<file path="src/rtl/sip_pkg.sv">
package sip_pkg;

  // Which edge a synchronizer instance reports.
  typedef enum logic [0:0] {
    SIP_EDGE_FALL = 1'b0,
    SIP_EDGE_RISE = 1'b1
  } sip_edge_e;

  // Cycles from a pin change to the registered outputs.
  function automatic int sip_latency(input int stages);
    return stages + 1;
  endfunction

  // Buffer-full next state: a new capture wins over a read completion.
  function automatic logic sip_ibf_next(input logic cur, input logic set, input logic clr);
    logic nxt;
    nxt = cur;
    if (clr) nxt = 1'b0;
    if (set) nxt = 1'b1;
    return nxt;
  endfunction

  // Interrupt request: only with data held, strobe released, no read in progress, enabled.
  function automatic logic sip_intr_next(input logic full, input logic stb_idle,
                                         input logic rd_idle, input logic en);
    return full & stb_idle & rd_idle & en;
  endfunction

endpackage

</file>
<file path="src/rtl/sip_sync_edge.sv">
module sip_sync_edge
  import sip_pkg::*;
#(
  parameter int        STAGES  = 2,
  parameter logic      IDLE    = 1'b1,
  parameter sip_edge_e EDGE    = SIP_EDGE_FALL
) (
  input  logic clk,
  input  logic rst_n,
  input  logic async_i,
  output logic level_o,
  output logic edge_o
);

  localparam int LAST = STAGES - 1;

  logic [STAGES-1:0] chain_q;
  logic              prev_q;

  genvar g;
  generate
    for (g = 0; g < STAGES; g++) begin : g_stage
      if (g == 0) begin : g_first
        always_ff @(posedge clk or negedge rst_n) begin
          if (!rst_n) chain_q[g] <= IDLE;
          else        chain_q[g] <= async_i;
        end
      end else begin : g_next
        always_ff @(posedge clk or negedge rst_n) begin
          if (!rst_n) chain_q[g] <= IDLE;
          else        chain_q[g] <= chain_q[g-1];
        end
      end
    end
  endgenerate

  always_ff @(posedge clk or negedge rst_n) begin
    if (!rst_n) prev_q <= IDLE;
    else        prev_q <= chain_q[LAST];
  end

  assign level_o = chain_q[LAST];

  generate
    if (EDGE == SIP_EDGE_RISE) begin : g_rise
      assign edge_o = chain_q[LAST] & ~prev_q;
    end else begin : g_fall
      assign edge_o = ~chain_q[LAST] & prev_q;
    end
  endgenerate

  // An edge is only reported when the synchronized level differs from the last one.
  AST_EDGE_IS_CHANGE: assert property (@(posedge clk) disable iff (!rst_n)
    edge_o |-> (level_o != prev_q));

endmodule

</file>
<file path="src/rtl/sip_delay_pipe.sv">
module sip_delay_pipe #(
  parameter int W      = 8,
  parameter int STAGES = 2
) (
  input  logic         clk,
  input  logic         rst_n,
  input  logic [W-1:0] d_i,
  output logic [W-1:0] q_o
);

  localparam int LAST = STAGES - 1;

  logic [STAGES-1:0][W-1:0] pipe_q;

  genvar g;
  generate
    for (g = 0; g < STAGES; g++) begin : g_stage
      if (g == 0) begin : g_first
        always_ff @(posedge clk or negedge rst_n) begin
          if (!rst_n) pipe_q[g] <= '0;
          else        pipe_q[g] <= d_i;
        end
      end else begin : g_next
        always_ff @(posedge clk or negedge rst_n) begin
          if (!rst_n) pipe_q[g] <= '0;
          else        pipe_q[g] <= pipe_q[g-1];
        end
      end
    end
  endgenerate

  assign q_o = pipe_q[LAST];

endmodule

</file>
<file path="src/rtl/sip_capture_reg.sv">
module sip_capture_reg #(
  parameter int W = 8
) (
  input  logic         clk,
  input  logic         rst_n,
  input  logic         load_i,
  input  logic [W-1:0] d_i,
  output logic [W-1:0] q_o
);

  logic [W-1:0] hold_q;

  always_ff @(posedge clk or negedge rst_n) begin
    if (!rst_n)      hold_q <= '0;
    else if (load_i) hold_q <= d_i;
  end

  assign q_o = hold_q;

  AST_DATA_ONLY_ON_LOAD: assert property (@(posedge clk) disable iff (!rst_n)
    !load_i |=> $stable(q_o));
  AST_DATA_TAKES_NEW: assert property (@(posedge clk) disable iff (!rst_n)
    load_i |=> (q_o == $past(d_i)));

endmodule

</file>
<file path="src/rtl/sip_handshake_ctrl.sv">
module sip_handshake_ctrl
  import sip_pkg::*;
(
  input  logic clk,
  input  logic rst_n,
  input  logic stb_fall_i,
  input  logic stb_hi_i,
  input  logic rd_rise_i,
  input  logic rd_hi_i,
  input  logic ie_i,
  output logic ibf_o,
  output logic intr_o
);

  logic ibf_q, ibf_d;
  logic intr_q, intr_d;

  always_comb begin
    ibf_d  = sip_ibf_next(ibf_q, stb_fall_i, rd_rise_i);
    intr_d = sip_intr_next(ibf_d, stb_hi_i, rd_hi_i, ie_i);
  end

  always_ff @(posedge clk or negedge rst_n) begin
    if (!rst_n) begin
      ibf_q  <= 1'b0;
      intr_q <= 1'b0;
    end else begin
      ibf_q  <= ibf_d;
      intr_q <= intr_d;
    end
  end

  assign ibf_o  = ibf_q;
  assign intr_o = intr_q;

  AST_IBF_SET_ON_STROBE: assert property (@(posedge clk) disable iff (!rst_n)
    stb_fall_i |=> ibf_q);
  AST_IBF_CLR_ON_READ: assert property (@(posedge clk) disable iff (!rst_n)
    (rd_rise_i && !stb_fall_i) |=> !ibf_q);
  AST_SET_BEATS_CLR: assert property (@(posedge clk) disable iff (!rst_n)
    (rd_rise_i && stb_fall_i) |=> ibf_q);
  AST_INTR_NEEDS_FULL: assert property (@(posedge clk) disable iff (!rst_n)
    intr_q |-> ibf_q);
  AST_INTR_NEEDS_ENABLE: assert property (@(posedge clk) disable iff (!rst_n)
    intr_q |-> $past(ie_i));
  AST_STROBE_LOW_NO_INTR: assert property (@(posedge clk) disable iff (!rst_n)
    !stb_hi_i |=> !intr_q);
  AST_READ_LOW_NO_INTR: assert property (@(posedge clk) disable iff (!rst_n)
    !rd_hi_i |=> !intr_q);
  AST_EMPTY_STAYS_EMPTY: assert property (@(posedge clk) disable iff (!rst_n)
    (!ibf_q && !stb_fall_i) |=> !ibf_q);

endmodule

</file>
<file path="src/rtl/sip_strobed_input.sv">
module sip_strobed_input
  import sip_pkg::*;
#(
  parameter int DATA_W      = 8,
  parameter int SYNC_STAGES = 2
) (
  input  logic              clk,
  input  logic              rst_n,
  input  logic [DATA_W-1:0] port_data_i,
  input  logic              stb_n_i,
  input  logic              rd_n_i,
  input  logic              ie_i,
  output logic [DATA_W-1:0] data_o,
  output logic              ibf_o,
  output logic              intr_o
);

  // Named internal events, brought out for the checks.
  logic              stb_hi_w;
  logic              stb_fall_w;
  logic              rd_hi_w;
  logic              rd_rise_w;
  logic [DATA_W-1:0] data_aligned_w;

  sip_sync_edge #(
    .STAGES (SYNC_STAGES),
    .IDLE   (1'b1),
    .EDGE   (SIP_EDGE_FALL)
  ) stb_sync_i (
    .clk     (clk),
    .rst_n   (rst_n),
    .async_i (stb_n_i),
    .level_o (stb_hi_w),
    .edge_o  (stb_fall_w)
  );

  sip_sync_edge #(
    .STAGES (SYNC_STAGES),
    .IDLE   (1'b1),
    .EDGE   (SIP_EDGE_RISE)
  ) rd_sync_i (
    .clk     (clk),
    .rst_n   (rst_n),
    .async_i (rd_n_i),
    .level_o (rd_hi_w),
    .edge_o  (rd_rise_w)
  );

  // Data follows the strobe through the same depth so capture lines up.
  sip_delay_pipe #(
    .W      (DATA_W),
    .STAGES (SYNC_STAGES)
  ) data_pipe_i (
    .clk   (clk),
    .rst_n (rst_n),
    .d_i   (port_data_i),
    .q_o   (data_aligned_w)
  );

  sip_capture_reg #(
    .W (DATA_W)
  ) capture_i (
    .clk    (clk),
    .rst_n  (rst_n),
    .load_i (stb_fall_w),
    .d_i    (data_aligned_w),
    .q_o    (data_o)
  );

  sip_handshake_ctrl ctrl_i (
    .clk        (clk),
    .rst_n      (rst_n),
    .stb_fall_i (stb_fall_w),
    .stb_hi_i   (stb_hi_w),
    .rd_rise_i  (rd_rise_w),
    .rd_hi_i    (rd_hi_w),
    .ie_i       (ie_i),
    .ibf_o      (ibf_o),
    .intr_o     (intr_o)
  );

  AST_RESET_STATE: assert property (@(posedge clk) disable iff (!rst_n)
    $rose(rst_n) |-> (!ibf_o && !intr_o));
  AST_LOAD_RAISES_FULL: assert property (@(posedge clk) disable iff (!rst_n)
    stb_fall_w |=> (ibf_o && data_o == $past(data_aligned_w)));

endmodule

</file>
<file path="config.mk">
export PLATFORM = sky130hd
export DESIGN_NAME = sip_strobed_input
export DESIGN_NICKNAME = d
export VERILOG_FILES = /design/src/rtl/sip_pkg.sv /design/src/rtl/sip_sync_edge.sv /design/src/rtl/sip_delay_pipe.sv /design/src/rtl/sip_capture_reg.sv /design/src/rtl/sip_handshake_ctrl.sv /design/src/rtl/sip_strobed_input.sv
export SDC_FILE = /design/constraint.sdc
export NUM_CORES = 1
export LEC_CHECK = 0
export BUFFER_PORTS_ARGS = -buffer_cell sky130_fd_sc_hd__buf_2
export CAP_MARGIN = 20
export CORE_UTILIZATION = 35
export CTS_BUF_LIST = sky130_fd_sc_hd__clkbuf_8
export DETAILED_ROUTE_END_ITERATION = 10
export PLACE_DENSITY_LB_ADDON = 0.2
export RECOVER_POWER = 25
export REMOVE_ABC_BUFFERS = 1
export SLEW_MARGIN = 25
export SYNTH_ARGS = -nofsm -noshare
export SYNTH_HDL_FRONTEND = slang
export SYNTH_SLANG_ARGS = --single-unit
</file>
<file path="constraint.sdc">
create_clock -name clk -period 1.55 [get_ports clk]
set_clock_uncertainty 0.15 [all_clocks]
set_input_delay 0.155 -clock clk [delete_from_list [all_inputs] [get_ports clk]]
set_output_delay 0.155 -clock clk [all_outputs]
set_load 0.02 [all_outputs]
</file>
==> results of run 1 <==
-- cells in the final DEF, fill, tap and decap left out, drive strengths merged --
cell type	netlist	routed
dfrtp	26	26
buf	1	24
dlygate4sd3	0	12
mux2	8	8
dfstp	6	6
clkbuf	0	5
inv	0	2
nand2	1	1
nand3	1	1
nor2	1	1
nor2b	1	1
nand2b	1	1
a21o	1	1
clkinv	0	1
-- power groups by stage --
stage	combinational, W	sequential, W	clock (W)
floorplan	0.0000581	0.000988	0
global placement	0.000174	0.000949	0
detailed placement	0.000177	0.000950	0
CTS	0.000200	0.000936	0.000591
global route	0.000215	0.000942	0.000629
finish	0.000196	0.000933	0.000566
-- routing by layer --
layer,routed length (um),share of wire,GRT usage,vias up
li1,-,-,-,234
met1,634,0.48,0.139,228
met2,569,0.43,0.159,18
met3,91,0.068,0.0833,4
met4,40,0.030,0.0897,0
met5,0,0,0,-
-- critical path: stages (launching register included) --
cell,delay [ns]
dfstp_2,0.51
nor2b_1,0.16
buf_4,0.19
mux2_4,0.30
-- metrics by stage --
step	hold slack [ns]	worst slack, ns	TNS [ns]	instance area, um2	cells
floorplan	-0.291	-0.219	-1.75	961	46
global route	0.209	0.0864	0	1330	120
detailed placement	0.0853	0.120	0	1120	100
finish	0.196	0.134	0	1330	120
global placement	0.0736	0.158	0	1120	100
CTS	0.199	0.119	0	1330	120
-- worst paths after layout --
path / startpoint / end / slack (ns) / cells after the start
max: stb_sync_i.prev_q / capture_i.q_o[2] / 0.13 / 3
min: data_pipe_i.pipe_q[3] / data_pipe_i.q_o[3] / 0.20 / 0
max reg2reg: stb_sync_i.prev_q / capture_i.q_o[2] / 0.13 / 3
min reg2reg: data_pipe_i.pipe_q[3] / data_pipe_i.q_o[3] / 0.20 / 0
max in group asynchronous: rst_n / data_pipe_i.q_o[5] / 0.50 / 2
min in group asynchronous: rst_n / data_pipe_i.pipe_q[1] / 0.31 / 2
-- cell families (layout without fill, tap and decap cells) --
group / count (synthesis) / in the layout / share of synthesized area
flops: 32 / 32 / 0.831
mux: 8 / 8 / 0.124
simple gates: 5 / 5 / 0.0257
compound gates: 1 / 1 / 0.00772
buf+inv: 1 / 44 / 0.0116
-- synth_stat cells --
master	number	area, um2
buf_6	1	11.3
nand2_1	1	3.75
nor2b_1	1	6.26
nand2b_1	1	6.26
nand3_1	1	5.00
dfrtp_1	26	651
dfstp_2	6	158
nor2_1	1	3.75
mux2_4	8	120
a21o_1	1	7.51
-- layout make-up --
cell class / count / share of cell area
clock buffers: 5 / 0.0519
clock inverters: 3 / 0.00944
multi-input cells: 14 / 0.115
flip-flops and latches: 32 / 0.610
well taps: 30 / 0.0283
repair buffers: 36 / 0.185
==> impl_metrics.env, run 1 <==
export IMPL_grt_start_max_net_pins=33
export IMPL_ys_seq_area_frac=0.831
export IMPL_synthesis_area_um2=972
export IMPL_wl_per_cell_um=11.1
export IMPL_max_freq_mhz=706
export IMPL_start_util=0.382
export IMPL_p_seq_frac=0.550
export IMPL_drt_initial_drc_count=2
export IMPL_cap_violations=0
export IMPL_p_leak_nw=0.642
export IMPL_path_max_fanout=6
export IMPL_drtAntennaViolNets=0
export IMPL_drive_above_1_share=0.467
export IMPL_synth_cell_type_count=10
export IMPL_clk_latency_ns=0.27
export IMPL_cts_tree="done"
export IMPL_rows=18
export IMPL_antenna_cells=0
export IMPL_place_hpwl_um=862
export IMPL_numCtsBuffers=5
export IMPL_p_comb_frac=0.116
export IMPL_filler_cell_count=213
export IMPL_io_pins=23
export IMPL_ctsHoldBuffers=12
export IMPL_gr_total_overflow=0
export IMPL_grt_first_pass_wirelength_um=2170
export IMPL_drc=0
export IMPL_crit_type="flop to flop"
export IMPL_num_vias=484
export IMPL_port_buffers=22
export IMPL_wirelength_um=1330
export IMPL_grt_setup_unrepaired="false"
export IMPL_maxSlewViolCount=0
export IMPL_cts_resized_gates=0
export IMPL_fin_nets=102
export IMPL_seqCellArea_um2=808
export IMPL_hold_viol_final=0
export IMPL_die_w_um=54.7
export IMPL_cp_end_kind="flop"
export IMPL_power_switching_w=0.000387
export IMPL_maxSlewHeadroom=0.546
export IMPL_area_delta_synth_final_pct=36.3
export IMPL_cp_arrival_ns=1.43
export IMPL_p_sw_frac=0.228
export IMPL_status="finished clean"
export IMPL_synth_yosys_warnings=0
export IMPL_first_global_vias=506
export IMPL_internal_power_w=0.00131
export IMPL_fin_crit_sh=0.914
export IMPL_post_route_min_period_ns=1.42
export IMPL_hp_class="flop to flop"
export IMPL_globalplace_congestion=0.547
export IMPL_critPathRequiredTime_ns=1.56
export IMPL_yosys_register_bits=32
export IMPL_grt_usage=0.122
export IMPL_clkTransAtPathRegs_ns=0.06
export IMPL_powerDensity_nw_per_um2=1280
export IMPL_worstMarginPinSlew_ns=0.681
export IMPL_p_clk_frac=0.334
export IMPL_worstSetupStartpointType="flop"
export IMPL_ir_worst_vdd_uv=838
export IMPL_cts_htree_levels=2
export IMPL_setup_viol=0
export IMPL_syn_inst=47
export IMPL_dieArea_um2=2990
export IMPL_clock_sinks=32
export IMPL_avgSynthCellArea_um2=20.7
export IMPL_finalPower_w=0.00170
export IMPL_via_per_inst=4.03
export IMPL_dr_pass1_iters=2
export IMPL_core_area_um2=2540
export IMPL_antenna_found_initial=0
export IMPL_die_y_um=54.7
export IMPL_post_cts_setup_buffers=0
export IMPL_cts_root_buf="clkbuf_8"
export IMPL_clockBufferDepth=2
export IMPL_post_route_util=0.521
export IMPL_multi_input_area_um2=153
Power figures use the tool's default switching activity.
==> run 2: changes to the inputs <==
- ABC_AREA: not set -> 1
==> impl_metrics.env, run 2 <==
export IMPL_status="finished clean"
export IMPL_stdcell_count=136
export IMPL_clockBufferDepth=2
export IMPL_maxSlewViolCount=0
export IMPL_filler_cell_count=239
export IMPL_synth_cell_type_count=9
export IMPL_first_global_vias=516
export IMPL_cpPeakStageDelay_ns=0.38
export IMPL_internal_power_w=0.00144
export IMPL_post_route_min_period_ns=1.12
export IMPL_p_sw_frac=0.216
export IMPL_clkTransAtPathRegs_ns=0.06
export IMPL_yosysMostFrequentCell="dfrtp_1"
export IMPL_p_leak_nw=0.668
export IMPL_seqCellArea_um2=808
export IMPL_max_freq_mhz=892
export IMPL_ctsHoldBuffers=12
export IMPL_dr_pass1_iters=2
export IMPL_grt_start_max_net_pins=33
export IMPL_synth_area_leaders="dfrtp_1 67%, dfstp_2 16%, nand2_1 7.4%"
export IMPL_cts_tree="done"
export IMPL_synth_common_cells="26 x dfrtp_1, 19 x nand2_1, 9 x nand3_1, 6 x dfstp_2"
export IMPL_synth_yosys_warnings=0
export IMPL_post_cts_setup_buffers=0
export IMPL_place_hpwl_um=892
export IMPL_synth_flop_cell="dfrtp_1"
export IMPL_place_inst=116
export IMPL_finalPower_w=0.00183
export IMPL_most_common_layout_cells="26 x dfrtp_1, 22 x buf_2, 19 x nand2_1"
export IMPL_gr_total_overflow=0
export IMPL_antenna_cells=0
export IMPL_port_buffers=22
export IMPL_rows=18
export IMPL_crit_chain="buf_2"
export IMPL_worstMarginPinSlew_ns=0.652
export IMPL_p_clk_frac=0.406
export IMPL_slowest_stage="dfrtp_1"
export IMPL_ys_seq_area_frac=0.834
export IMPL_synth_top_area_frac=0.671
export IMPL_synthesis_area_um2=970
export IMPL_grt_first_pass_wirelength_um=2170
export IMPL_io_pins=23
export IMPL_syn_inst=65
export IMPL_critPathBufInv=1
export IMPL_fin_crit_sh=0.723
export IMPL_powerDensity_nw_per_um2=1370
export IMPL_cts_resized_gates=0
export IMPL_synth_enable_flop_cells=0
export IMPL_avgSynthCellArea_um2=14.9
export IMPL_min_delay_start="data_pipe_i.pipe_q[2]"
export IMPL_wirelength_um=1330
export IMPL_fin_tns_setup_ns=0
export IMPL_drt_initial_drc_count=4
export IMPL_worstSetupStartpointType="flop"
export IMPL_r2r_start="stb_sync_i.prev_q"
export IMPL_yosysTopAreaCell="dfrtp_1"
export IMPL_grt_setup_unrepaired="false"
export IMPL_post_route_util=0.524
export IMPL_hp_class="flop to flop"
export IMPL_final_common_cell="dfrtp_1"
export IMPL_ir_worst_vdd_uv=769
export IMPL_startpoint="capture_i.q_o[2]"
export IMPL_hold_viol_final=0
export IMPL_cp_end_kind="output port"
export IMPL_async_flop_share=1.00
export IMPL_dieArea_um2=2980
export IMPL_drc=0
export IMPL_cp_arrival_ns=0.82
export IMPL_path_delay_family="flip-flops"
export IMPL_antenna_found_initial=0
export IMPL_cts_htree_levels=2
export IMPL_p_seq_frac=0.507
export IMPL_path_max_fanout=2
export IMPL_fin_nets=118
export IMPL_setup_viol=0
export IMPL_clk_latency_ns=0.28
export IMPL_clock_sinks=32
export IMPL_start_util=0.381
export IMPL_hold_slack_ns=0.198
export IMPL_die_w_um=54.6
export IMPL_drtAntennaViolNets=0
export IMPL_power_switching_w=0.000395
export IMPL_multi_input_area_um2=140
export IMPL_numCtsBuffers=5
export IMPL_cts_root_buf="clkbuf_8"
export IMPL_area_delta_synth_final_pct=37.5
export IMPL_grt_usage=0.118
export IMPL_num_vias=561
export IMPL_globalplace_congestion=0.696
export IMPL_p_comb_frac=0.087
export IMPL_critPathRequiredTime_ns=1.24
export IMPL_maxSlewHeadroom=0.565
export IMPL_wl_per_cell_um=9.75
export IMPL_yosys_register_bits=32
export IMPL_drive_above_1_share=0.340
export IMPL_crit_type="flop to output port"
export IMPL_core_area_um2=2540
export IMPL_die_y_um=54.6
export IMPL_cap_violations=0
export IMPL_via_per_inst=4.13
run 2: cell count changes after synthesis, sizes merged:
cell / delta
nand2: +19
mux2: -8
nand3: +8
inv: +2
a21o: -1
nand2b: -1
nor2b: -1
run 2: layout make-up:
type,instances,share of cell area
sequential,32,0.606
clock buffer,5,0.0516
timing repair buffer,34,0.173
multi-input combinational,30,0.105
tap,30,0.0281
clock inverter,3,0.0291
inverter,2,0.00750
run 2: worst paths after layout:
kind / end / slack, ns / cells past startpoint
worst max register to register: capture_i.q_o[4] / 0.45 / 3
max in group asynchronous: capture_i.q_o[7] / 0.53 / 2
worst min-delay path: data_pipe_i.q_o[2] / 0.20 / 0
worst max-delay path: data_o[2] / 0.43 / 1
worst min register to register: data_pipe_i.q_o[2] / 0.20 / 0
min in group asynchronous: data_pipe_i.pipe_q[1] / 0.30 / 2
run 2: through the flow:
step           worst slack, ns  cell area [um2]
6_report                 0.429             1330
5_1_grt                  0.355             1330
3_5_place_dp             0.445             1110
4_1_cts                  0.410             1330
2_1_floorplan            0.491              958
3_3_place_gp             0.457             1110
run 2: kinds of logic after synthesis:
family / after synthesis / synth area share
AND/OR/NAND/NOR: 30 / 0.145
buffers and inverters: 3 / 0.0219
flip-flops: 32 / 0.834
run 2: power by group through the flow:
stage / combinational, W / sequential [W] / clock, W
6_report: 0.000160 / 0.000929 / 0.000743
5_1_grt: 0.000182 / 0.000937 / 0.000806
2_1_floorplan: 0.0000350 / 0.000979 / 0
3_5_place_dp: 0.000140 / 0.000946 / 0
4_1_cts: 0.000164 / 0.000931 / 0.000773
3_3_place_gp: 0.000139 / 0.000944 / 0
run 2: layer usage:
metal	part of all wire	up-vias	wire, um	GRT usage
met1	0.44	256	582	0.131
li1	-	282	-	-
met4	0.033	0	44	0.128
met3	0.066	6	87	0.0583
met5	0	-	0	0
met2	0.46	17	611	0.153
==> run 3: changes to the inputs <==
- ABC_AREA: 1 -> 0
- clock period: 1.55 -> 0.9 ns (I/O delays scaled with it)
==> impl_metrics.env, run 3 (same netlist as run 1, synthesis figures left out) <==
export IMPL_clk_latency_ns=0.28
export IMPL_grt_setup_unrepaired="true"
export IMPL_final_area_um2=1550
export IMPL_place_ws_ns=-0.524
export IMPL_antenna_found_initial=0
export IMPL_fin_nets=114
export IMPL_die_y_um=54.7
export IMPL_worstMarginPinSlew_ns=0.326
export IMPL_crit_chain="nor2b_4 -> buf_6 -> mux2_4"
export IMPL_hold_viol_final=0
export IMPL_grt_start_max_net_pins=20
export IMPL_worst_slack_ns=-0.470
export IMPL_die_w_um=54.7
export IMPL_drtAntennaViolNets=0
export IMPL_numCtsBuffers=5
export IMPL_wl_per_cell_um=11.6
export IMPL_cts_root_buf="clkbuf_8"
export IMPL_io_pins=23
export IMPL_fin_crit_sh=1.52
export IMPL_cts_htree_levels=2
export IMPL_p_leak_nw=0.739
export IMPL_area_delta_synth_final_pct=59.2
export IMPL_setup_viol=21
export IMPL_failed_checks="negative setup slack"
export IMPL_cap_violations=0
export IMPL_path_max_fanout=6
export IMPL_drt_initial_drc_count=9
export IMPL_port_buffers=22
export IMPL_cts_tree="done"
export IMPL_clock_sinks=32
export IMPL_antenna_cells=0
export IMPL_first_global_vias=627
export IMPL_drive_above_1_share=0.588
export IMPL_startpoint="stb_sync_i.prev_q"
export IMPL_powerDensity_nw_per_um2=2230
export IMPL_cp_arrival_ns=1.38
export IMPL_dr_pass1_iters=2
export IMPL_dieArea_um2=2990
export IMPL_ir_worst_vdd_uv=1890
export IMPL_cp_end_kind="flop"
export IMPL_drc=0
export IMPL_final_common_cell="dfrtp_1"
export IMPL_slowest_stage="dfstp_2"
export IMPL_crit_type="flop to flop"
export IMPL_rows=18
export IMPL_critPathRequiredTime_ns=0.91
export IMPL_placed_cell_area_um2=1160
export IMPL_via_per_inst=4.15
export IMPL_maxSlewHeadroom=0.783
export IMPL_globalplace_congestion=0.568
export IMPL_gr_total_overflow=0
export IMPL_worstSetupStartpointType="flop"
export IMPL_cpPeakStageDelay_ns=0.52
export IMPL_maxSlewViolCount=0
export IMPL_grt_usage=0.135
export IMPL_start_util=0.382
export IMPL_most_common_layout_cells="26 x dfrtp_1, 14 x buf_6, 12 x dlygate4sd3_1, 12 x buf_2, 9 x buf_4"
export IMPL_grt_first_pass_wirelength_um=2570
export IMPL_clkTransAtPathRegs_ns=0.06
export IMPL_hp_class="primary input to async pin"
export IMPL_r2r_start="stb_sync_i.prev_q"
export IMPL_core_area_um2=2540
export IMPL_max_freq_mhz=730
export IMPL_status="finished with violations"
export IMPL_post_route_min_period_ns=1.37
export IMPL_num_vias=548
export IMPL_clockBufferDepth=2
export IMPL_wirelength_um=1530
[run 3: report_power, final]
part | leakage, nW | total [W] | switching (W) | internal, W
sequential | 0.369 | 0.00162 | 0.0000615 | 0.00156
clock | 0.0541 | 0.00132 | 0.000504 | 0.000818
combinational | 0.317 | 0.000515 | 0.000187 | 0.000327
total | 0.739 | 0.00346 | 0.000752 | 0.00270
[run 3: metal layers]
layer | vias to the layer above | track usage | routed length, um | part of all wire
li1 | 261 | - | - | -
met1 | 273 | 0.141 | 658 | 0.43
met2 | 14 | 0.219 | 804 | 0.53
met3 | 0 | 0.0750 | 64 | 0.042
met4 | 0 | 0.0641 | 0 | 0
met5 | - | 0 | 0 | 0
[run 3: repair_timing]
action                                  CTS  global route
buffers inserted                          7             2
pin swaps                                 2             1
endpoints found under the setup margin   20            21
hold buffers                             12             0
endpoints found under the hold margin    43             0
gates cloned                              0             0
gates resized for setup                  26             1
[run 3: cell type report]
class                   count  area, um2
repair buffers             48        425
fillers                   200        997
clock inverters             3       42.5
clock buffers               5       68.8
multi-input cells          14        165
well taps                  30       37.5
flip-flops and latches     32        808
[run 3: metrics by stage]
step / TNS (ns) / std cells / total power (W) / util / hold slack, ns
finish: -5.66 / 132 / 0.00346 / 0.608 / 0.104
detailed placement: -4.35 / 103 / 0.00196 / 0.455 / -0.140
global route: -6.57 / 132 / 0.00362 / 0.608 / 0.132
floorplan: -7.55 / 46 / 0.00180 / - / -0.356
CTS: -5.69 / 130 / 0.00350 / 0.601 / 0.106
global placement: -4.16 / 103 / 0.00195 / 0.455 / -0.144
[run 3: path summary, 6_finish.rpt]
path                       cells after the start  slack, ns            endpoint
min in group clk                               0       0.20  data_pipe_i.q_o[0]
max in group asynchronous                      3       0.10    capture_i.q_o[6]
setup / recovery                               3      -0.47    capture_i.q_o[7]
hold / removal                                 2       0.10  data_pipe_i.q_o[3]
setup reg to reg                               3      -0.47    capture_i.q_o[7]
hold reg to reg                                0       0.20  data_pipe_i.q_o[0]
[run 3: critical path: cells and delay by family, from the launching register on]
kind | cells | cell delay [ns]
flip-flops | 1 | 0.52
buffers and inverters | 1 | 0.14
multiplexers | 1 | 0.30
AND/OR/NAND/NOR | 1 | 0.14
